--- src/rtl/pos_pkg.sv ---
package pos_pkg;

  typedef enum logic [1:0] {
    RST_EVERY_INDEX = 2'd0,
    RST_WRAP_ONLY   = 2'd1,
    RST_FIRST_INDEX = 2'd2,
    RST_UNIT_TIME   = 2'd3
  } rstMode_e;

  typedef enum logic [1:0] {
    HALT_NOW     = 2'd0,
    HALT_AT_WRAP = 2'd1,
    HALT_IGNORE  = 2'd2,
    HALT_IGNORE2 = 2'd3
  } haltMode_e;

  // strobes from control to datapath, at most one of load/step set
  typedef struct packed {
    logic clear;
    logic loadZero;
    logic loadMax;
    logic stepUp;
    logic stepDown;
  } posCmd_t;

endpackage

--- src/rtl/pos_ctrl.sv ---
module pos_ctrl
  import pos_pkg::*;
(
  input  logic      clk,
  input  logic      rstN,
  input  logic      enable,
  input  logic      cntStrobe,
  input  logic      dirUp,
  input  logic      indexEvt,
  input  logic      unitEvt,
  input  logic      dbgHalt,
  input  logic      cfgWr,
  input  logic [1:0] cfgRstMode,
  input  logic [1:0] cfgHaltMode,
  input  logic      atMax,
  input  logic      atZero,
  output posCmd_t   cmd,
  output logic      firstIdxSeen,
  output rstMode_e  rstModeQ,
  output haltMode_e haltModeQ
);

  logic parkQ;
  logic firstQ;
  logic halted;
  logic live;
  logic idxHit;
  logic unitHit;
  logic wrapNow;

  // halt decision for this cycle
  always_comb begin
    unique case (haltModeQ)
      HALT_NOW:     halted = dbgHalt;
      HALT_AT_WRAP: halted = dbgHalt && parkQ;
      default:      halted = 1'b0;
    endcase
    live = enable && !halted;
  end

  // reset-source selection
  always_comb begin
    unique case (rstModeQ)
      RST_EVERY_INDEX: begin idxHit = indexEvt;            unitHit = 1'b0;    end
      RST_FIRST_INDEX: begin idxHit = indexEvt && !firstQ; unitHit = 1'b0;    end
      RST_UNIT_TIME:   begin idxHit = 1'b0;                unitHit = unitEvt; end
      default:         begin idxHit = 1'b0;                unitHit = 1'b0;    end
    endcase
  end

  // command build: load beats count
  always_comb begin
    cmd       = '0;
    cmd.clear = !enable;
    if (live) begin
      if (idxHit) begin
        cmd.loadZero = dirUp;
        cmd.loadMax  = !dirUp;
      end else if (unitHit) begin
        cmd.loadZero = 1'b1;
      end else if (cntStrobe) begin
        cmd.stepUp   = dirUp;
        cmd.stepDown = !dirUp;
      end
    end
    wrapNow = (cmd.stepUp && atMax) || (cmd.stepDown && atZero);
  end

  always_ff @(posedge clk or negedge rstN) begin
    if (!rstN) begin
      parkQ     <= 1'b0;
      firstQ    <= 1'b0;
      rstModeQ  <= RST_EVERY_INDEX;
      haltModeQ <= HALT_NOW;
    end else begin
      parkQ <= enable && dbgHalt &&
               (parkQ || ((haltModeQ == HALT_AT_WRAP) && wrapNow));
      if (!enable)
        firstQ <= 1'b0;
      else if (live && indexEvt)
        firstQ <= 1'b1;
      if (cfgWr) begin
        rstModeQ  <= rstMode_e'(cfgRstMode);
        haltModeQ <= haltMode_e'(cfgHaltMode);
      end
    end
  end

  assign firstIdxSeen = firstQ;

endmodule

--- src/rtl/pos_datapath.sv ---
module pos_datapath
  import pos_pkg::*;
#(
  parameter int W = 16
) (
  input  logic         clk,
  input  logic         rstN,
  input  posCmd_t      cmd,
  input  logic [W-1:0] maxPos,
  output logic [W-1:0] position,
  output logic         ovfPulse,
  output logic         unfPulse,
  output logic         atMax,
  output logic         atZero
);

  localparam logic [W-1:0] ZERO = '0;
  localparam logic [W-1:0] ONE  = W'(1);

  assign atMax  = (position >= maxPos);
  assign atZero = (position == ZERO);

  always_ff @(posedge clk or negedge rstN) begin
    if (!rstN) begin
      position <= ZERO;
      ovfPulse <= 1'b0;
      unfPulse <= 1'b0;
    end else begin
      ovfPulse <= 1'b0;
      unfPulse <= 1'b0;
      if (cmd.clear || cmd.loadZero) begin
        position <= ZERO;
      end else if (cmd.loadMax) begin
        position <= maxPos;
      end else if (cmd.stepUp) begin
        if (atMax) begin
          position <= ZERO;
          ovfPulse <= 1'b1;
        end else begin
          position <= position + ONE;
        end
      end else if (cmd.stepDown) begin
        if (atZero) begin
          position <= maxPos;
          unfPulse <= 1'b1;
        end else begin
          position <= position - ONE;
        end
      end
    end
  end

endmodule

--- src/rtl/enc_pos_counter.sv ---
module enc_pos_counter
  import pos_pkg::*;
#(
  parameter int W = 16
) (
  input  logic         clk,
  input  logic         rstN,
  input  logic         enable,
  input  logic         cntStrobe,
  input  logic         dirUp,
  input  logic         indexEvt,
  input  logic         unitEvt,
  input  logic         dbgHalt,
  input  logic         cfgWr,
  input  logic [1:0]   cfgRstMode,
  input  logic [1:0]   cfgHaltMode,
  input  logic [W-1:0] maxPos,
  output logic [W-1:0] position,
  output logic         ovfPulse,
  output logic         unfPulse,
  output logic         firstIdxSeen
);

  posCmd_t   cmd;
  logic      atMax;
  logic      atZero;
  rstMode_e  rstModeQ;
  haltMode_e haltModeQ;

  pos_ctrl uCtrl (
    .clk(clk), .rstN(rstN), .enable(enable), .cntStrobe(cntStrobe),
    .dirUp(dirUp), .indexEvt(indexEvt), .unitEvt(unitEvt), .dbgHalt(dbgHalt),
    .cfgWr(cfgWr), .cfgRstMode(cfgRstMode), .cfgHaltMode(cfgHaltMode),
    .atMax(atMax), .atZero(atZero), .cmd(cmd), .firstIdxSeen(firstIdxSeen),
    .rstModeQ(rstModeQ), .haltModeQ(haltModeQ)
  );

  pos_datapath #(.W(W)) uData (
    .clk(clk), .rstN(rstN), .cmd(cmd), .maxPos(maxPos),
    .position(position), .ovfPulse(ovfPulse), .unfPulse(unfPulse),
    .atMax(atMax), .atZero(atZero)
  );

endmodule

--- config.mk ---
export PLATFORM = sky130hd
export DESIGN_NAME = enc_pos_counter
export DESIGN_NICKNAME = d
export VERILOG_FILES = /design/src/rtl/pos_pkg.sv /design/src/rtl/pos_ctrl.sv /design/src/rtl/pos_datapath.sv /design/src/rtl/enc_pos_counter.sv
export SDC_FILE = /design/constraint.sdc
export NUM_CORES = 1
export LEC_CHECK = 0
export BUFFER_PORTS_ARGS = -buffer_cell sky130_fd_sc_hd__buf_2
export CORE_MARGIN = 2
export CORE_UTILIZATION = 46
export DETAILED_ROUTE_END_ITERATION = 8
export PLACE_DENSITY = 0.68
export SYNTH_ARGS = -nofsm -noshare
export SYNTH_HDL_FRONTEND = slang
export SYNTH_SLANG_ARGS = --single-unit
export TNS_END_PERCENT = 20
--- constraint.sdc ---
create_clock -name clk -period 4.2 [get_ports clk]
set_input_delay 0.84 -clock clk [delete_from_list [all_inputs] [get_ports clk]]
set_output_delay 0.84 -clock clk [all_outputs]
set_load 0.05 [all_outputs]
==> metrics.csv, run 1 <==
metric,value,unit
count of different cell masters after synthesis,58,
worst-path fanout max,20,
CP endpoint kind,flip-flop,
crit path cell chain,buf_2 > inv_1 > ha_1 > nand4_1 > nor3_1 > o311a_1 > nor3b_2 > buf_4 > a221oi_1 > o22ai_1,
fin cells,413,
LEAKAGE,1.27,nW
PwrDens,862,mW/mm^2
die height,77.0,um
status,"finished, final reports clean",
register area,601,sq um
final worst setup slack,1500,ps
clock buffer depth,2,
top_reg_cell synth,dfrtp_1,
core region area,0.00514,sq mm
Final #Nets,392,
layout cells sized above 1,21.0,%
gr usage total,25.2,%
number of synthesized flops with an enable pin,0,
CTS root buffer,clkbuf_8,
vias per cell,6.36,
largest net degree at the start of global routing,25,
dpl ws,1240,ps
synth warn,0,
number of global-route vias before repair,2520,
Worst path slowest cell,nor3_1,
CP Class,in2reg,
area post-placement,0.00270,sq mm
Slew Limit Fails,0,
maximum clock rate,0.371,GHz
Final Total Pwr,2.39,mW
sequential area share after synthesis,24.5,%
Residual DRC,0,
setup tns final,0,ps
placed cell count,409,
Pre-antenna DRT Iters,5,
Final setup viols,0,
CTS resizes,0,
Routed WL,7440,um
dpl hpwl,5430,um
MaxCap Viol Count,0,
Core Rows,26,
WL/cell,18.0,um
htree depth,1,
setup skew after layout,2.96,ps
"Hold-fix buffers, CTS",0,
#FFs+latches synth,24,
Worst Tran Pin Value,795,ps
gpl congestion,0.938,
Filler cells,537,
"CTS clk-pin slew, worst paths",110,ps
CP arrival,2850,ps
clock sinks,24,
final core utilization,53.9,%
die area,0.00593,sq mm
first-pass GRT wire length,12200,um
RSZ-0062 raised after global routing,false,
Synth Instances,303,
Top Ports,48,
DRT iter0 DRCs,281,
slew margin rel.,46.5,%
initial antenna violation count,0,
hold crit path type,in2async,
Post-CTS Setup Repair Bufs,0,
clock buffer count from CTS,3,
Synth async-reset ratio,100,%
worst stage delay on the critical path,440,ps
Final min period,2700,ps
Final period util,64.2,%
GR Overflow Total,0,
Mapped Avg Cell Area,8.09,sq um
Worst VDD drop,0.380,mV
WHS,547,ps
Worst-Skew Late Latency,280,ps
multi-input combinational cell area,0.00164,sq mm
Syn Nets,351,
Post-Syn Area,0.00245,sq mm
I/O Buffers,47,
Die X,77.0,um
CP Launch Type,primary input,
Initial Util,47.7,%
final hold vios,0,
detailed-route via count,2626,
Area growth syn-to-layout,13.1,%
WP data required,4360,ps
ant diodes,0,
Antenna Nets Post-Route,0,
"Design Area, Final",0.00277,sq mm
CTS tree,built,
[cell type report]
| cell class | count | area share [%] |
|---|---|---|
| clock inverters | 1 | 1.08 |
| inverters | 32 | 4.33 |
| multi-input cells | 233 | 59.0 |
| well taps | 70 | 3.16 |
| flip-flops and latches | 24 | 21.7 |
| clock buffers | 3 | 1.49 |
| repair buffers | 50 | 9.30 |
[worst paths after layout]
| path | startpoint | end | slack, ps | cells past startpoint |
|---|---|---|---|---|
| hold reg to reg | uCtrl.parkQ | uCtrl.parkQ | 550 | 2 |
| hold / removal | rstN | uData.position[3] | 550 | 1 |
| max in group asynchronous | rstN | uData.position[9] | 3270 | 1 |
| setup reg to reg | uData.position[1] | uData.position[0] | 1630 | 7 |
| setup / recovery | maxPos[15] | uData.position[15] | 1500 | 10 |
| min in group clk | uCtrl.parkQ | uCtrl.parkQ | 550 | 2 |
[registers in the layout, indices dropped and copies added, names as in the netlist]
signal	cells
uCtrl.rstModeQ	2
uData.unfPulse	1
uData.ovfPulse	1
uData.position	16
uCtrl.firstIdxSeen	1
uCtrl.parkQ	1
uCtrl.haltModeQ	2
[synthesized netlist by cell type (all sizes together), types with 5 or more instances]
master | number | area (sq um)
nor2 | 16 | 60.1
nor2b | 6 | 37.5
xnor2 | 8 | 70.1
ha | 19 | 238
nand4 | 12 | 81.3
nor4 | 5 | 61.3
dfrtp | 24 | 601
inv | 32 | 120
nand2 | 22 | 85.1
o22ai | 9 | 56.3
mux2 | 5 | 56.3
a211oi | 9 | 67.6
o21ai | 16 | 83.8
nand3 | 7 | 35.0
a21oi | 23 | 115
nor3 | 16 | 91.3
a221oi | 6 | 52.6
clkbuf | 10 | 77.6
[per-layer routing]
layer  share of wire [%]  vias up  GRT usage [%]
li1                    -     1232              -
met1                  44     1234           34.2
met2                  46      142           41.1
met3                 7.0       18           3.29
met4                 2.6        0           9.46
met5                   0        -              0
[worst max-delay path, delay by kind of cell]
kind	cells	cell delay, ps
fa+ha+maj	1	310
buf+inv	3	360
compound gates	3	700
simple gates	3	630
[logic make-up (layout without fill, tap and decap cells)]
kind of cell             count (synthesis)  after routing  share of synthesized area, %
AND/OR/NAND/NOR                        104            104                          24.5
AO/OA/AOI/OAI                           97             97                          27.1
buffers and inverters                   46             86                          9.03
flip-flops                              24             24                          24.5
adder cells (fa/ha/maj)                 19             19                          9.69
XOR/XNOR                                 8              8                          2.86
multiplexers                             5              5                          2.30
[cells in the final DEF, fill, tap and decap left out, types with 4 or more instances in the layout]
cell type and instances:
nor2b_1 6, buf_2 47, a32oi_1 4, a211oi_1 9, nor2_1 16, dfrtp_1 24
a21oi_1 23, o21ai_0 14, o211ai_1 4, mux2_2 5, xnor2_1 8, o221ai_1 4
nand3_1 7, a221oi_1 6, nor3_1 15, nand2_1 21, inv_1 32, nand4_1 11
ha_1 19, o22ai_1 9
[where the power goes]
group,internal [mW],switching [mW]
sequential,0.296,0.204
combinational,0.629,1.04
clock,0.128,0.0948
total,1.05,1.34
No activity file was read; power rests on OpenSTA's default activity.
==> run 2, diff against run 1 <==
==> constraint.sdc (replaced) <==
create_clock -name clk -period 2.53 [get_ports clk]
set_input_delay 0.506 -clock clk [delete_from_list [all_inputs] [get_ports clk]]
set_output_delay 0.506 -clock clk [all_outputs]
set_load 0.05 [all_outputs]
==> run 2 against run 1 <==
- sequential share of layout area is 1.4 points lower
- largest power group unchanged
- clock power increased by 63%
- critical path depth decreased by 3
- die area unchanged
- sequential power increased by 28%
- power increased by 74%
- highest routed layer unchanged
- clock skew about the same
- hold slack lost 340 ps
==> metrics.csv, run 2 (synthesis gave the netlist of run 1 again) <==
metric,value,unit,change
slew margin rel.,51.8,%,+5.2 points
Worst Path Buf+Inv,0,,-3
vias per cell,6.04,,-5.1%
fin cells,437,,+5.8%
WHS,210,ps,-336 ps
Post-CTS Setup Repair Bufs,0,,unchanged
CP endpoint kind,flip-flop,,
die height,77.0,um,unchanged
PwrDens,1400,mW/mm^2,+63%
P_int,1.95,mW,+85%
Worst Tran Pin Value,717,ps,-77.6 ps
met3 usage,2.00,%,-1.3 points
"Most flops, register",uData.position,,
clock buffer depth,2,,unchanged
layout cells sized above 1,26.4,%,+5.4 points
"leading cell type in the layout, fill and taps excluded",buf_2,,
final hold vios,0,,unchanged
setup skew after layout,2.71,ps,-0.249 ps
die area,0.00593,sq mm,unchanged
gpl congestion,0.925,,-1.3%
switch share,53.0,%,-2.9 points
sw power,2.21,mW,+65%
Routed WL,7220,um,-3.0%
clock buffer count from CTS,3,,unchanged
WP data required,2690,ps,-1670 ps
MaxCap Viol Count,0,,unchanged
htree depth,1,,unchanged
Final #Nets,416,,+6.1%
Seq pwr share,15.4,%,-5.5 points
Worst-Skew Late Latency,280,ps,about the same
first-pass GRT wire length,11900,um,-2.0%
met1 Use GR,33.3,%,-0.90 points
CTS root buffer,clkbuf_8,,
global route hottest layer,met2,,
GR Overflow Total,0,,unchanged
core region area,0.00514,sq mm,unchanged
maximum clock rate,0.421,GHz,
most frequent cells in the layout,"buf_2 (47), inv_1 (32), buf_4 (26), a21oi_1 (23), dfrtp_1 (23)",,
DRT iter0 DRCs,214,,-24%
dpl hpwl,5580,um,+2.6%
final core utilization,57.7,%,+3.8 points
"Hold-fix buffers, CTS",0,,unchanged
RSZ-0062 raised after global routing,false,,
top flop regs,"uData.position x16, uCtrl.haltModeQ x2, uCtrl.rstModeQ x2",,
Top Ports,48,,unchanged
Area growth syn-to-layout,21.0,%,
Pre-antenna DRT Iters,4,,-1
"CTS clk-pin slew, worst paths",100,ps,about the same
initial antenna violation count,0,,unchanged
Slew Limit Fails,0,,unchanged
max reg flops,16,,unchanged
Final setup viols,0,,unchanged
hold crit path type,in2async,,
CP top delay family,compound AO/OA/AOI/OAI gates,,
worst r2r path cells,7,,unchanged
LEAKAGE,1.39,nW,+9.9%
Final Total Pwr,4.16,mW,+74%
dpl ws,-69.6,ps,-1310 ps
Final min period,2380,ps,
number of global-route vias before repair,2508,,-0.48%
Global Route met2 Usage,41.8,%,+0.79 points
Residual DRC,0,,unchanged
I/O Buffers,47,,unchanged
Final period util,94.0,%,
status,"finished, final reports clean",,
Crit path depth,7,,-3
CP Launch Type,flip-flop,,
ant diodes,0,,unchanged
Antenna Nets Post-Route,0,,unchanged
Worst path slowest cell,dfrtp_1,,
Die X,77.0,um,unchanged
gr usage total,24.6,%,-0.59 points
detailed-route via count,2638,,+0.46%
CTS tree,built,,
worst stage delay on the critical path,420,ps,-20 ps
Clock Power Share,8.7,%,-0.6 points
placed cell count,433,,+5.9%
worst-path fanout max,4,,-80%
crit path cell chain,ha_1 > nor2b_1 > o211a_1 > o311a_1 > a211o_2 > and2_1 > o41ai_1,,
WL/cell,16.5,um,-8.3%
clock sinks,24,,unchanged
CP Class,reg2reg,,
Core Rows,26,,unchanged
Logic pwr share,75.8,%,+6.1 points
largest net degree at the start of global routing,25,,unchanged
final worst setup slack,153,ps,-1350 ps
CTS resizes,0,,unchanged
CP arrival,2540,ps,-310 ps
Worst VDD drop,0.592,mV,+56%
Initial Util,47.7,%,unchanged
## run 2: metrics by stage
stage / cell area (sq um) / TNS (ps)
after floorplan: 2450 / 0
after global placement: 2900 / 0
after detailed placement: 2900 / -69.6
after CTS: 2970 / 0
after global routing: 2970 / 0
final: 2970 / 0
## run 2: final cells by class
type | instances | area [sq um]
fill | 516 | 2170
multi-input combinational | 233 | 1640
sequential | 24 | 602
timing repair buffer | 74 | 450
inverter | 32 | 120
tap | 70 | 87.6
clock buffer | 3 | 41.3
clock inverter | 1 | 30.0
## run 2: path summary, 6_finish.rpt
path / startpoint / end / slack, ps
max in group asynchronous: rstN / uData.position[0] / 1910
hold / removal: rstN / uData.position[0] / 210
setup reg to reg: uData.position[1] / uData.position[0] / 150
hold reg to reg: uCtrl.parkQ / uCtrl.parkQ / 540
setup / recovery: uData.position[1] / uData.position[0] / 150
min in group clk: cfgHaltMode[1] / uCtrl.haltModeQ[1] / 450
## run 2: worst register-to-register path, cell delays in order (launching register included)
cell and delay (ps):
dfrtp_1 420, ha_1 290, nor2b_1 130, o211a_1 200, o311a_1 360, a211o_2 280, and2_1 200, o41ai_1 370
## run 2: layer usage
| layer | vias to the layer above | wire length, um |
|---|---|---|
| met3 | 5 | 466 |
| met1 | 1257 | 3160 |
| li1 | 1275 | - |
| met4 | 0 | 40 |
| met5 | - | 0 |
| met2 | 101 | 3550 |
## run 2: power groups by stage
stage | clock network [mW] | logic [mW] | registers, mW
2_1_floorplan | 0 | 1.89 | 1.04
3_3_place_gp | 0 | 3.08 | 0.646
3_5_place_dp | 0 | 3.12 | 0.647
4_1_cts | 0.366 | 3.14 | 0.639
5_1_grt | 0.373 | 3.44 | 0.666
6_report | 0.363 | 3.15 | 0.641
